File: src/rtl/bcd_cal_pkg.sv
package bcd_cal_pkg;

    localparam int NUM_REGS  = 8;
    localparam int REG_W     = 8;
    localparam int WORD_W    = NUM_REGS * REG_W;

    // register indices
    localparam int IDX_HUND  = 0;
    localparam int IDX_SEC   = 1;
    localparam int IDX_MIN   = 2;
    localparam int IDX_HOUR  = 3;
    localparam int IDX_WDAY  = 4;
    localparam int IDX_DATE  = 5;
    localparam int IDX_MONTH = 6;
    localparam int IDX_YEAR  = 7;

    // bit positions inside the hour and weekday bytes
    localparam int HR_MODE12 = 7;
    localparam int HR_PM     = 5;
    localparam int WD_HALT   = 5;
    localparam int WD_RSTEN  = 4;

    // bits forced to zero, byte 7 .. byte 0
    localparam logic [WORD_W-1:0] ZERO_MASK = 64'h00E0_C0C8_4080_8000;

    // reset image, byte 7 .. byte 0
    localparam logic [WORD_W-1:0] RESET_IMAGE = 64'h0001_0131_0000_0000;

    typedef logic [NUM_REGS-1:0][REG_W-1:0] regfile_t;

    typedef struct packed {
        regfile_t regs;
    } cal_state_t;

    // increment a two-digit BCD byte
    function automatic logic [7:0] bcd_inc(input logic [7:0] v);
        logic [7:0] r;
        if (v[3:0] == 4'd9) begin
            r = {v[7:4] + 4'd1, 4'd0};
        end else begin
            r = {v[7:4], v[3:0] + 4'd1};
        end
        return r;
    endfunction

    // step a byte, wrapping from last to first; MSB of result is the carry
    function automatic logic [8:0] bcd_step(input logic [7:0] v,
                                            input logic [7:0] last,
                                            input logic [7:0] first);
        logic [8:0] r;
        if (v == last) begin
            r = {1'b1, first};
        end else begin
            r = {1'b0, bcd_inc(v)};
        end
        return r;
    endfunction

endpackage

File: src/rtl/bcd_cal_prescale.sv
module bcd_cal_prescale #(
    parameter int TICK_DIV = 1
) (
    input  logic clk,
    input  logic rst_n,
    input  logic tick_en,
    input  logic clear,
    output logic advance
);

    generate
        if (TICK_DIV <= 1) begin : g_direct
            assign advance = tick_en;
        end else begin : g_divided
            localparam int CNT_W = $clog2(TICK_DIV);
            localparam logic [CNT_W-1:0] CNT_LAST = CNT_W'(TICK_DIV - 1);

            logic [CNT_W-1:0] cnt_d, cnt_q;

            always_comb begin
                cnt_d = cnt_q;
                if (clear) begin
                    cnt_d = '0;
                end else if (tick_en) begin
                    cnt_d = (cnt_q == CNT_LAST) ? '0 : cnt_q + CNT_W'(1);
                end
            end

            always_ff @(posedge clk or negedge rst_n) begin
                if (!rst_n) begin
                    cnt_q <= '0;
                end else begin
                    cnt_q <= cnt_d;
                end
            end

            assign advance = tick_en && !clear && (cnt_q == CNT_LAST);

            a_r8_prescale_cleared: assert property (@(posedge clk) disable iff (!rst_n)
                clear |=> (cnt_q == '0))
                else $error("prescaler not cleared by load");
        end
    endgenerate

endmodule

File: src/rtl/bcd_cal_month_len.sv
module bcd_cal_month_len (
    input  logic [7:0] month_bcd,
    input  logic [7:0] year_bcd,
    output logic [7:0] last_date_bcd
);

    logic [4:0] year_mod_sel;
    logic       leap;

    // 10*t mod 4 equals 2*t mod 4, so the year is a multiple of four
    // exactly when 2*tens + units is
    always_comb begin
        year_mod_sel  = {year_bcd[7:4], 1'b0} + {1'b0, year_bcd[3:0]};
        leap          = (year_mod_sel[1:0] == 2'b00);
        unique case (month_bcd)
            8'h02:                      last_date_bcd = leap ? 8'h29 : 8'h28;
            8'h04, 8'h06, 8'h09, 8'h11: last_date_bcd = 8'h30;
            default:                    last_date_bcd = 8'h31;
        endcase
    end

endmodule

File: src/rtl/bcd_cal_hour_step.sv
module bcd_cal_hour_step (
    input  logic [7:0] hour_in,
    output logic [7:0] hour_out,
    output logic       day_carry
);

    import bcd_cal_pkg::*;

    logic       mode12;
    logic       pm;
    logic [7:0] v12;
    logic [7:0] v24;
    logic [8:0] s24;

    always_comb begin
        mode12    = hour_in[HR_MODE12];
        pm        = hour_in[HR_PM];
        v12       = {3'b000, hour_in[4:0]};
        v24       = {2'b00, hour_in[5:0]};
        s24       = bcd_step(v24, 8'h23, 8'h00);
        hour_out  = hour_in;
        day_carry = 1'b0;
        if (mode12) begin
            if (v12 == 8'h11) begin
                hour_out  = {1'b1, 1'b0, ~pm, 5'h12};
                day_carry = pm;
            end else if (v12 == 8'h12) begin
                hour_out  = {1'b1, 1'b0, pm, 5'h01};
            end else begin
                v12       = bcd_inc(v12);
                hour_out  = {1'b1, 1'b0, pm, v12[4:0]};
            end
        end else begin
            hour_out  = {2'b00, s24[5:0]};
            day_carry = s24[8];
        end
    end

endmodule

File: src/rtl/bcd_calendar_core.sv
module bcd_calendar_core #(
    parameter int TICK_DIV = 1
) (
    input  logic        clk,
    input  logic        rst_n,
    input  logic        tick_en,
    input  logic        load_en,
    input  logic [63:0] load_data,
    output logic [63:0] time_q
);

    import bcd_cal_pkg::*;

    cal_state_t st_d, st_q;

    logic       advance;
    logic       halted;
    logic [7:0] hour_next;
    logic       hour_carry;
    logic [7:0] last_date;

    bcd_cal_prescale #(.TICK_DIV(TICK_DIV)) u_prescale (
        .clk     (clk),
        .rst_n   (rst_n),
        .tick_en (tick_en),
        .clear   (load_en),
        .advance (advance)
    );

    bcd_cal_hour_step u_hour (
        .hour_in   (st_q.regs[IDX_HOUR]),
        .hour_out  (hour_next),
        .day_carry (hour_carry)
    );

    bcd_cal_month_len u_mlen (
        .month_bcd     (st_q.regs[IDX_MONTH]),
        .year_bcd      (st_q.regs[IDX_YEAR]),
        .last_date_bcd (last_date)
    );

    assign halted = st_q.regs[IDX_WDAY][WD_HALT];

    always_comb begin
        logic [8:0] s_hund, s_sec, s_min, s_date, s_mon, s_year;
        logic [2:0] wd;
        st_d   = st_q;
        s_hund = bcd_step(st_q.regs[IDX_HUND],  8'h99, 8'h00);
        s_sec  = bcd_step(st_q.regs[IDX_SEC],   8'h59, 8'h00);
        s_min  = bcd_step(st_q.regs[IDX_MIN],   8'h59, 8'h00);
        s_date = bcd_step(st_q.regs[IDX_DATE],  last_date, 8'h01);
        s_mon  = bcd_step(st_q.regs[IDX_MONTH], 8'h12, 8'h01);
        s_year = bcd_step(st_q.regs[IDX_YEAR],  8'h99, 8'h00);
        wd     = st_q.regs[IDX_WDAY][2:0];
        if (load_en) begin
            st_d.regs = regfile_t'(load_data & ~ZERO_MASK);
        end else if (advance && !halted) begin
            st_d.regs[IDX_HUND] = s_hund[7:0];
            if (s_hund[8]) begin
                st_d.regs[IDX_SEC] = s_sec[7:0];
                if (s_sec[8]) begin
                    st_d.regs[IDX_MIN] = s_min[7:0];
                    if (s_min[8]) begin
                        st_d.regs[IDX_HOUR] = hour_next;
                        if (hour_carry) begin
                            st_d.regs[IDX_WDAY][2:0] = (wd == 3'd7) ? 3'd1 : wd + 3'd1;
                            st_d.regs[IDX_DATE]      = s_date[7:0];
                            if (s_date[8]) begin
                                st_d.regs[IDX_MONTH] = s_mon[7:0];
                                if (s_mon[8]) begin
                                    st_d.regs[IDX_YEAR] = s_year[7:0];
                                end
                            end
                        end
                    end
                end
            end
        end
    end

    always_ff @(posedge clk or negedge rst_n) begin
        if (!rst_n) begin
            st_q.regs <= regfile_t'(RESET_IMAGE);
        end else begin
            st_q <= st_d;
        end
    end

    assign time_q = WORD_W'(st_q.regs);

    // assertions

    a_r8_load_lands: assert property (@(posedge clk) disable iff (!rst_n)
        load_en |=> (time_q == $past(load_data & ~ZERO_MASK)))
        else $error("load did not land intact");

    a_r9_halt_holds: assert property (@(posedge clk) disable iff (!rst_n)
        (halted && !load_en) |=> $stable(time_q))
        else $error("registers moved while halted");

    a_r12_idle_holds: assert property (@(posedge clk) disable iff (!rst_n)
        (!tick_en && !load_en) |=> $stable(time_q))
        else $error("registers moved without tick or load");

    a_r7_zero_bits: assert property (@(posedge clk) disable iff (!rst_n)
        ((time_q & ZERO_MASK) == '0))
        else $error("reserved bit reads one");

    a_r2_hund_moves: assert property (@(posedge clk) disable iff (!rst_n)
        (advance && !halted && !load_en) |=> (time_q[7:0] != $past(time_q[7:0])))
        else $error("hundredths did not advance");

    a_r10_rsten_kept: assert property (@(posedge clk) disable iff (!rst_n)
        !load_en |=> (time_q[8*IDX_WDAY+WD_RSTEN] == $past(time_q[8*IDX_WDAY+WD_RSTEN])))
        else $error("reset-pin enable changed without load");

    a_r3_mode_kept: assert property (@(posedge clk) disable iff (!rst_n)
        !load_en |=> (time_q[8*IDX_HOUR+HR_MODE12] == $past(time_q[8*IDX_HOUR+HR_MODE12])))
        else $error("hour mode changed without load");

endmodule

File: config.mk
export PLATFORM = sky130hd
export DESIGN_NAME = bcd_calendar_core
export DESIGN_NICKNAME = d
export VERILOG_FILES = /design/src/rtl/bcd_cal_pkg.sv /design/src/rtl/bcd_cal_prescale.sv /design/src/rtl/bcd_cal_month_len.sv /design/src/rtl/bcd_cal_hour_step.sv /design/src/rtl/bcd_calendar_core.sv
export SDC_FILE = /design/constraint.sdc
export NUM_CORES = 1
export LEC_CHECK = 0
export BUFFER_PORTS_ARGS = -buffer_cell sky130_fd_sc_hd__buf_2
export CORE_MARGIN = 2
export CORE_UTILIZATION = 39
export CTS_CLUSTER_DIAMETER = 40
export DETAILED_ROUTE_END_ITERATION = 8
export PLACE_DENSITY = 0.63
export SKIP_CTS_REPAIR_TIMING = 1
export SYNTH_ARGS = -nofsm -noshare
export SYNTH_HDL_FRONTEND = slang
export SYNTH_SLANG_ARGS = --single-unit
export TNS_END_PERCENT = 100
File: constraint.sdc
create_clock -name clk -period 4.54 [get_ports clk]
set_clock_uncertainty 0.05 [all_clocks]
set_input_delay 0.227 -clock clk [delete_from_list [all_inputs] [get_ports clk]]
set_output_delay 0.227 -clock clk [all_outputs]
set_load 0.01 [all_outputs]
# After elaboration in Yosys (flattened, before gate mapping)
# Cells that the tools add are included.
# op_classes
n_addsub	17
eq_ne	24
mux	37
bitwise	1
n_reduce_logical	32
# ops
op	n
24-bit two-way mux	6
8-bit two-way mux	11
35-bit two-way mux	2
9-bit two-way mux	6
4-bit by 1-bit adder with 4-bit output (second input constant)	13
4-bit equality test (second input constant)	7
27-bit two-way mux	1
6-bit AND reduction	4
19-bit two-way mux	1
3-bit nonzero test	6
8-bit by 3-bit equality test with 1-bit output (second input constant)	2
8-bit by 5-bit equality test with 1-bit output (second input constant)	2
8-bit by 7-bit equality test with 1-bit output (second input constant)	2
8-bit equality test (second input constant)	2
16-bit two-way mux	1
8-bit case mux with 2 select lines	1
7-bit AND reduction	2
2-bit nonzero test	7
11-bit two-way mux	1
5-bit equality test (second input constant)	2
5-bit two-way mux	2
8-bit by 2-bit equality test with 1-bit output (second input constant)	1
8-bit by 4-bit equality test with 1-bit output (second input constant)	1
8-bit equality test	1
other kinds (21)	27
# word_totals
register_bits	61
out_inout_bits	64
wordCells	128

# Logic depth before layout (Yosys ltp)
# logic_depth
ltp_word	13
mapped_depth	10
depth_no_buf	8

# Hierarchy
# Synthesis repeated with hierarchy kept, for this count alone.
# unflattened
hier_cells	470
area_unflattened_um2	4350.4
# by_module_without_submodules
module	instances	cells_each	area_per_inst_um2	seq_area_each_um2
bcd_calendar_core	1	414	3932.5	1532.7
bcd_cal_hour_step	1	33	250.2	0.0
bcd_cal_month_len	1	22	160.2	0.0
bcd_cal_prescale	1	1	7.5	0.0

# Worst setup path after synthesis
# Ideal clock, no wire load.
# synth_timing
path_kind	register to register
start	register st_q, in the netlist time_q[53]
end	register st_q, in the netlist time_q[51]
setup_time_ns	0.125
arrival_ns	2.276
required_time_ns	4.365
slack_ns	2.089
path_stages_with_launch	10
n_path_buf	1
cell_sequence	dfrtp_1 -> inv_1 -> ha_1 -> nor3b_1 -> a21oi_1 -> a311o_1 -> and3_1 -> buf_6 -> a21oi_4 -> mux2_4
# synth_between
elab_chain_cells	9
# synth_lines
element	line_no	source
from (decl)	bcd_calendar_core.sv:14	cal_state_t st_d, st_q;
from (signal assigned)	bcd_calendar_core.sv:85	st_q <= st_d;
parallel branches: the longest is 9 deep, another holds 9-bit two-way mux	n/a	
# Several ways; the timed one is not identified. The select of a mux whose other input is x is not followed.
# A chain may end at the register's enable or synchronous reset.

# Worst setup path in the final report
# layout_timing
start	register st_q, in the netlist time_q[5]
end	register st_q, in the netlist time_q[62]
# layout_between
elab_chain_cells	4
# layout_lines
element	line_no	source
8-bit equality test	bcd_cal_pkg.sv:51	if (v == last) begin
9-bit two-way mux	bcd_cal_pkg.sv:51	
2-bit nonzero test (no line)	n/a	
8-bit AND reduction (no line)	n/a	
# Every way passes these cells.

==> impl_results.md <==
- Initial core utilization: 0.397
- Post-synth top area share: 0.323
- Setup slack, reg-to-reg: 1.47 ns
- #FFs+latches synth: 60
- Synth-to-layout area growth: 18.9%
- Clock latency on the worst-skew pair: 0.36 ns
- Root Buffer: clkbuf_8
- Status: finished, violations left
- Initial antenna violation count: 1
- Antenna viol nets, final: 0
- Finished Cell Area: 5070 sq um
- Die Y: 109 um
- First-pass DRT Iterations: 5
- Peak fanout along the critical path: 27
- Clock Tree Buf Depth: 2
- RSZ-0062 raised after global routing: no
- Hold Slack: -0.00338 ns
- Req. time, crit path: 4.78 ns
- Layout cells sized above 1: 0.275
- Placeable core region: 10700 sq um
- Non-Filler Instances: 740
- Most frequent cells in the layout: buf_2, nand2_1, dfrtp_1, o21ai_0, nor2_1
- GRT Residual Overflow: 0
- Fin. Hold Viols: 1
- Max FFs per register: 60
- Fill cells: 1115
- Max cap viols: 0
- P per Cell Area: 331 nW/um^2
- Die width: 109 um
- Max Slew Vio Count: 0
- Max frequency: 0.326 GHz
- IO Count: 132
- Cells after Synth: 490
- Synth Flop Type: dfrtp_1
- Critical path's slowest cell: or4_1
- Pre-CTS WS: 1.47 ns
- Avg Cell Area, Syn: 8.70 sq um
- Seq/Total Area, Yosys: 0.353
- TNS Setup: 0 ns
- Failing checks: negative hold slack
- Fin util: 0.472
- Crit-path max cell delay: 0.70 ns
- Leak pwr: 2.30 nW
- Global-route usage over all layers: 0.203
- Post-synth EDFFs: 0
- Distinct cells, synth: 77
- Slew @ Worst Pin: 0.941 ns
- FF-to-FF End: time_q[62]
- Period utilization: 0.675
- Worst setup path class: reg2reg
- Layout Nets: 685
- Global routing's busiest layer: met2
- Peak supply drop: 0.136 mV
- Final Power: 1.68 mW
- Crit path DAT: 3.31 ns
- FF-to-FF path depth: 9
- Commonest non-fill, non-tap cell in the layout: buf_2
- GRT met2 Usage: 0.322
- Vias in the first global route: 3915
- Final setup fails: 0
- CTS buffer count: 9
- CP Cell Sequence: inv_1, ha_1, and4bb_2, nand4_1, a211oi_2, buf_4, nand2_1, or4_1, nand3_1
- Synth top area cells: dfrtp_1, ha_1, nand2_1
- Die ar.: 11800 sq um
- Total wire length: 11500 um
- Placed cell count: 723
- Routability Congestion: 0.851
- Clk slew on worst S/H paths: 0.08 ns
- Vias: 4043
- Met1 Track Usage GR: 0.270
- Pin count of the biggest net entering global routing: 61
- Initial drt markers: 208
- Routed WL per cell: 15.6 um
- Placed cell area: 4870 sq um
- Global Route met3 Usage: 0.0398
- First-pass GRT wire length: 18900 um
- # clock sinks: 60
- DPL Wire Length: 8090 um
- CTS tree: built
- CP endpoint kind: register
- Synth Warn #: 0
- Via-to-Cell Ratio: 5.46
- Slew HR: 0.371
- Area leader, netlist: dfrtp_1
- Ys async rst share: 1.00
- Element type at the critical path start: register
- R2R Path Start: time_q[5]
- Post-synth design cell area: 4270 sq um
- H-Tree Depth: 3
- IO Port Bufs: 116
- Worst Hold Class: in2async
- Setup ws final: 1.47 ns
- DRC: 0
- Tmin final: 3.07 ns
- # rows: 38
## power breakdown
| part | internal [mW] | leakage, nW | switching (mW) |
|---|---|---|---|
| sequential | 0.612 | 0.698 | 0.115 |
| clock | 0.267 | 0.0983 | 0.243 |
| combinational | 0.203 | 1.51 | 0.238 |
## kinds of logic (layout without fill, tap and decap cells)
family / Yosys count / count (layout) / synth area share
other: 1 / 5 / 0.000879
multiplexers: 12 / 12 / 0.0308
flip-flops: 60 / 60 / 0.353
AND/OR/NAND/NOR: 186 / 186 / 0.233
XOR/XNOR: 5 / 5 / 0.0103
buffers and inverters: 58 / 164 / 0.0707
adder cells (fa/ha/maj): 23 / 23 / 0.0675
AO/OA/AOI/OAI: 145 / 145 / 0.233
## worst max-delay path: cells and delay by family, from the launching register on
kind	cells	cell delay, ns
adders and majority gates	1	0.16
buffers and inverters	2	0.29
and+or+nand+nor	5	1.79
DFF	1	0.43
AOI/OAI and AO/OA	1	0.26
## area by class of cell
| cell class | count | area (sq um) | area share |
|---|---|---|---|
| clock inverter | 6 | 63.8 | 0.0126 |
| tap | 140 | 175 | 0.0345 |
| multi-input combinational | 375 | 2470 | 0.486 |
| antenna | 1 | 2.50 | 0.000493 |
| inverter | 27 | 101 | 0.0200 |
| timing repair buffer | 121 | 618 | 0.122 |
| sequential | 60 | 1510 | 0.297 |
| clock buffer | 10 | 138 | 0.0271 |
## routing by layer
metal | vias to the layer above | wire length (um)
met3 | 17 | 587
met5 | - | 0
met2 | 100 | 5460
met4 | 0 | 167
met1 | 1922 | 5310
li1 | 2004 | -
## worst max-delay path by stage
stage,depth (start not counted),start,slack (ns),end
2_1_floorplan,9,time_q[53],2.09,time_q[51]
3_3_place_gp,9,time_q[5],1.55,time_q[62]
3_5_place_dp,9,time_q[5],1.47,time_q[62]
4_1_cts,9,time_q[5],1.47,time_q[62]
5_1_grt,9,time_q[5],1.18,time_q[62]
6_report,9,time_q[5],1.47,time_q[62]
## cells in the mapped netlist (7+ instances only)
library cell  number
a21oi_1           26
clkbuf_1          15
dfrtp_1           55
ha_1              23
inv_1             26
nand2_1           55
nand3_1           22
nor2_1            30
nor3_1            19
o211ai_1           7
o21ai_0           41
(Power assumes the default switching activity.)
